`src/rtl/tagged_arith.sv`:
```
module tagged_arith #(
  parameter int WIDTH = 32,
  parameter int TAG_W = 2
) (
  input  logic             clk,
  input  logic             rst_n,
  input  logic             op_valid,
  input  logic             op_sub,
  input  logic [WIDTH-1:0] opa,
  input  logic [WIDTH-1:0] opb,
  output logic             res_valid,
  output logic [WIDTH-1:0] res_data,
  output logic             cc_we,
  output logic [3:0]       flags,
  output logic             trap
);
  localparam int MSB = WIDTH - 1;

  logic [WIDTH-1:0] b_eff;
  logic [WIDTH:0]   sum;
  logic [WIDTH-1:0] result;
  logic [WIDTH-1:0] same_sign, diff_sign, sign_flip;
  logic             tag_bad, ovf, carry, fault, ok;

  assign b_eff     = op_sub ? ~opb : opb;
  assign sum       = {1'b0, opa} + {1'b0, b_eff} + {{WIDTH{1'b0}}, op_sub};
  assign result    = sum[MSB:0];
  assign carry     = op_sub ? ~sum[WIDTH] : sum[WIDTH];

  assign same_sign = ~(opa ^ opb);
  assign diff_sign = opa ^ opb;
  assign sign_flip = opa ^ result;
  assign ovf       = op_sub ? (diff_sign[MSB] & sign_flip[MSB])
                            : (same_sign[MSB] & sign_flip[MSB]);

  assign tag_bad   = |(opa[TAG_W-1:0] | opb[TAG_W-1:0]);
  assign fault     = tag_bad | ovf;
  assign ok        = op_valid & ~fault;

  always_ff @(posedge clk) begin
    if (!rst_n) begin
      res_valid <= 1'b0;
      cc_we     <= 1'b0;
      trap      <= 1'b0;
      res_data  <= '0;
      flags     <= 4'b0000;
    end else begin
      res_valid <= ok;
      cc_we     <= ok;
      trap      <= op_valid & fault;
      if (ok) begin
        res_data <= result;
        flags    <= {result[MSB], ~|result, 1'b0, carry};
      end
    end
  end
endmodule

```
`config.mk`:
```
export PLATFORM = sky130hd
export DESIGN_NAME = tagged_arith
export DESIGN_NICKNAME = d
export VERILOG_FILES = /design/src/rtl/tagged_arith.sv
export SDC_FILE = /design/constraint.sdc
export NUM_CORES = 1
export LEC_CHECK = 0
export BUFFER_PORTS_ARGS = -buffer_cell sky130_fd_sc_hd__buf_2
export CORE_MARGIN = 10
export CORE_UTILIZATION = 50
export DETAILED_ROUTE_END_ITERATION = 8
export HOLD_SLACK_MARGIN = 0.02
export PLACE_DENSITY = 0.78
export SLEW_MARGIN = 20
export SYNTH_ARGS = -nofsm -noshare
export SYNTH_HDL_FRONTEND = slang
export SYNTH_SLANG_ARGS = --single-unit
```
`constraint.sdc`:
```
create_clock -name clk -period 5.7 [get_ports clk]
set_input_delay 0.855 -clock clk [delete_from_list [all_inputs] [get_ports clk]]
set_output_delay 0.855 -clock clk [all_outputs]
set_load 0.03 [all_outputs]
```
==> metrics.cfg <==
[run_status]
status=completed

[worst_setup_path]
crit_fanout=19
critPathLaunchType=primary input
max_stage_delay_ns=0.62
criticalPathCategory=primary input to flop
cp-end-kind=flop
path_cells=buf_2 -> buf_12 -> xor2_1 -> ha_1 -> a21oi_2 -> o21ai_0 -> o21ai_0 -> a31oi_1 -> nor4_2 -> xnor2_2 -> mux2i_2 -> nor2_4 -> nor2_2 -> a22o_1
required_ns=5.94
arrival_ns=4.79
crit_slowest_cell=mux2i_2
cpMostUsedCell=o21ai_0

[route]
wl_um=10600
via_count=3655
antenna_left=0
drt-pass1-iter-count=5
avgRoutedWirePerCell_um=16.8
drc_errors=0
drt_iter0_drc=171
viasPerCell=5.78

[yosys]
netlist_top_cells_area=dfxtp_1 (20%), ha_1 (11%), xor2_1 (11%), a21oi_1 (5.3%), nor2_1 (4.1%)
synth_top_area_share_pct=20.0
synth-edff-count=0
syn_area_um2=3610
syn_inst=447
synth_cell_types=67
synthesis.nets=549
synth_most_common_cell=xor2_1
ys_warn_count=0
ys_async_sr_fraction_pct=0
synth-seq-area-share_pct=20.0
yosys-top-cells-count=xor2_1 (46), nor2_1 (39), a21oi_1 (38)
yosys_register_bits=36
synth-main-ff-cell=dfxtp_1
syn_area_per_cell_um2=8.07
yosys.area.top_type=dfxtp_1

[timing]
finalCritPeriodShare_pct=79.9
rsz0062_at_grt=false
fin_skew_ns=0
slew_headroom_pct=49.5
finalSetupTns_ns=0
fin_crit_ns=4.55
setup_viol=0
worst_slew_pin_slew_ns=0.750
max_freq_mhz=220
worst_slack_ns=1.15
slew_violations=0
final_hold_viol_count=0

[clock_tree]
cts_tree=yes
clk_path_buf_depth=2
post_cts_resized=0
clk_latency_ns=0.30
cts_sinks=36
cts_setup_buffers=0
ctsRootBufferMaster=clkbuf_8
cts_made_buffers=5
clk_pin_slew_ns=0.07
htreeDepth=2
cts_hold_buf=0

[die]
core_um2=6910
num_rows=30
die_w_um=105
io_pins=107
die_y_um=105
dieArea_um2=11000
start_util_pct=52.2

[power_and_ir_drop]
cellPowerDensity_nw_per_um2=229
max-vdd-ir-drop_v=0.0000781
leakagePower_nw=1.93

[placed_design]
place_congestion=0.907
hpwl_um=8750
pre_cts_slack_ns=0.891
port_buffers=105

[cells_and_area]
nets=637
layout-drive-gt1-share_pct=24.3
n_antenna_cell=0
area_growth_pct=17.3

[job]
drv_cap=0

[global_routing]
grt_pass1_wl_um=17300
antenna_found_initial=0
grt_usage_pct=18.3
grt_max_degree=22
first_global_vias=3644
grt-ovfl-total=0

[hold_path]
hp-class=flop to flop

[state kept, by name (all words and copies together), names as in the netlist]
signal,cells
trap,1
res_data,32
cc_we,1
flags,2
[area by class of cell]
class	instances	area (um2)
Tap cell	96	120
Timing Repair Buffer	106	546
Clock inverter	3	42.5
Sequential cell	36	721
Inverter	13	48.8
Multi-Input combinational cell	373	2680
Fill cell	672	2680
Clock buffer	5	68.8
[path summary, 6_finish.rpt]
path                                  start  cells after the start  slack [ns]                        end
setup / recovery                     op_sub                     14        1.15  res_data[27]$_SDFFE_PN0P_
hold / removal     res_data[0]$_SDFFE_PN0P_                      1        0.46   res_data[0]$_SDFFE_PN0P_
setup reg to reg  res_data[31]$_SDFFE_PN0P_                      3        4.85  res_data[31]$_SDFFE_PN0P_
hold reg to reg    res_data[0]$_SDFFE_PN0P_                      1        0.46   res_data[0]$_SDFFE_PN0P_
[metrics by stage]
step	util [%]	power, mW	area (um2)	hold slack (ns)	cells
floorplan	-	0.621	3610	0.602	447
global placement	59.6	0.733	4120	0.439	624
detailed placement	59.6	0.739	4120	0.448	624
CTS	61.3	0.961	4230	0.468	632
global route	61.3	1.03	4230	0.485	632
finish	61.3	0.970	4230	0.463	632
[critical path, delay by kind of cell]
| kind | cells | cell delay (ns) |
|---|---|---|
| buffers and inverters | 2 | 0.67 |
| adder cells (fa/ha/maj) | 1 | 0.34 |
| multiplexers | 1 | 0.62 |
| XOR/XNOR | 2 | 0.37 |
| AO/OA/AOI/OAI | 5 | 0.90 |
| AND/OR/NAND/NOR | 3 | 1.04 |
[report_power, final]
part / leakage, nW / internal [mW] / switching (mW)
combinational: 1.58 / 0.185 / 0.302
sequential: 0.291 / 0.257 / 0.00296
clock: 0.0541 / 0.129 / 0.0935
[layout by cell type (no fill, tap or decap), drive strengths merged, types with 2 or more instances in the layout]
cell type	count
dfxtp	36
nor3	12
or3	6
nand2b	5
o21ai	25
a31oi	5
ha	33
a2111oi	2
nor2	41
xor2	46
a21oi	40
o211ai	6
nand2	36
xnor2	15
a21o	5
buf	106
o21bai	2
nand4	13
clkbuf	5
inv	13
a211oi	4
and3	5
o31ai	3
a22o	11
nor4	6
o21a	5
a211o	3
o311ai	3
mux2i	16
[kinds of logic after synthesis]
kind of cell | count (synthesis) | synth area share (%)
mux | 16 | 4.65
buf+inv | 38 | 5.59
fa+ha+maj | 34 | 12.0
other cells | 1 | 0.104
flops | 36 | 20.0
simple gates | 134 | 18.8
xor+xnor | 61 | 15.0
compound gates | 127 | 23.9
[metal layers]
layer / part of all wire [%] / track usage, %
met1: 44 / 23.3
met5: 0 / 0
met4: 1.7 / 5.69
met2: 46 / 29.8
met3: 8.0 / 4.12
Power figures use the tool's default switching activity.
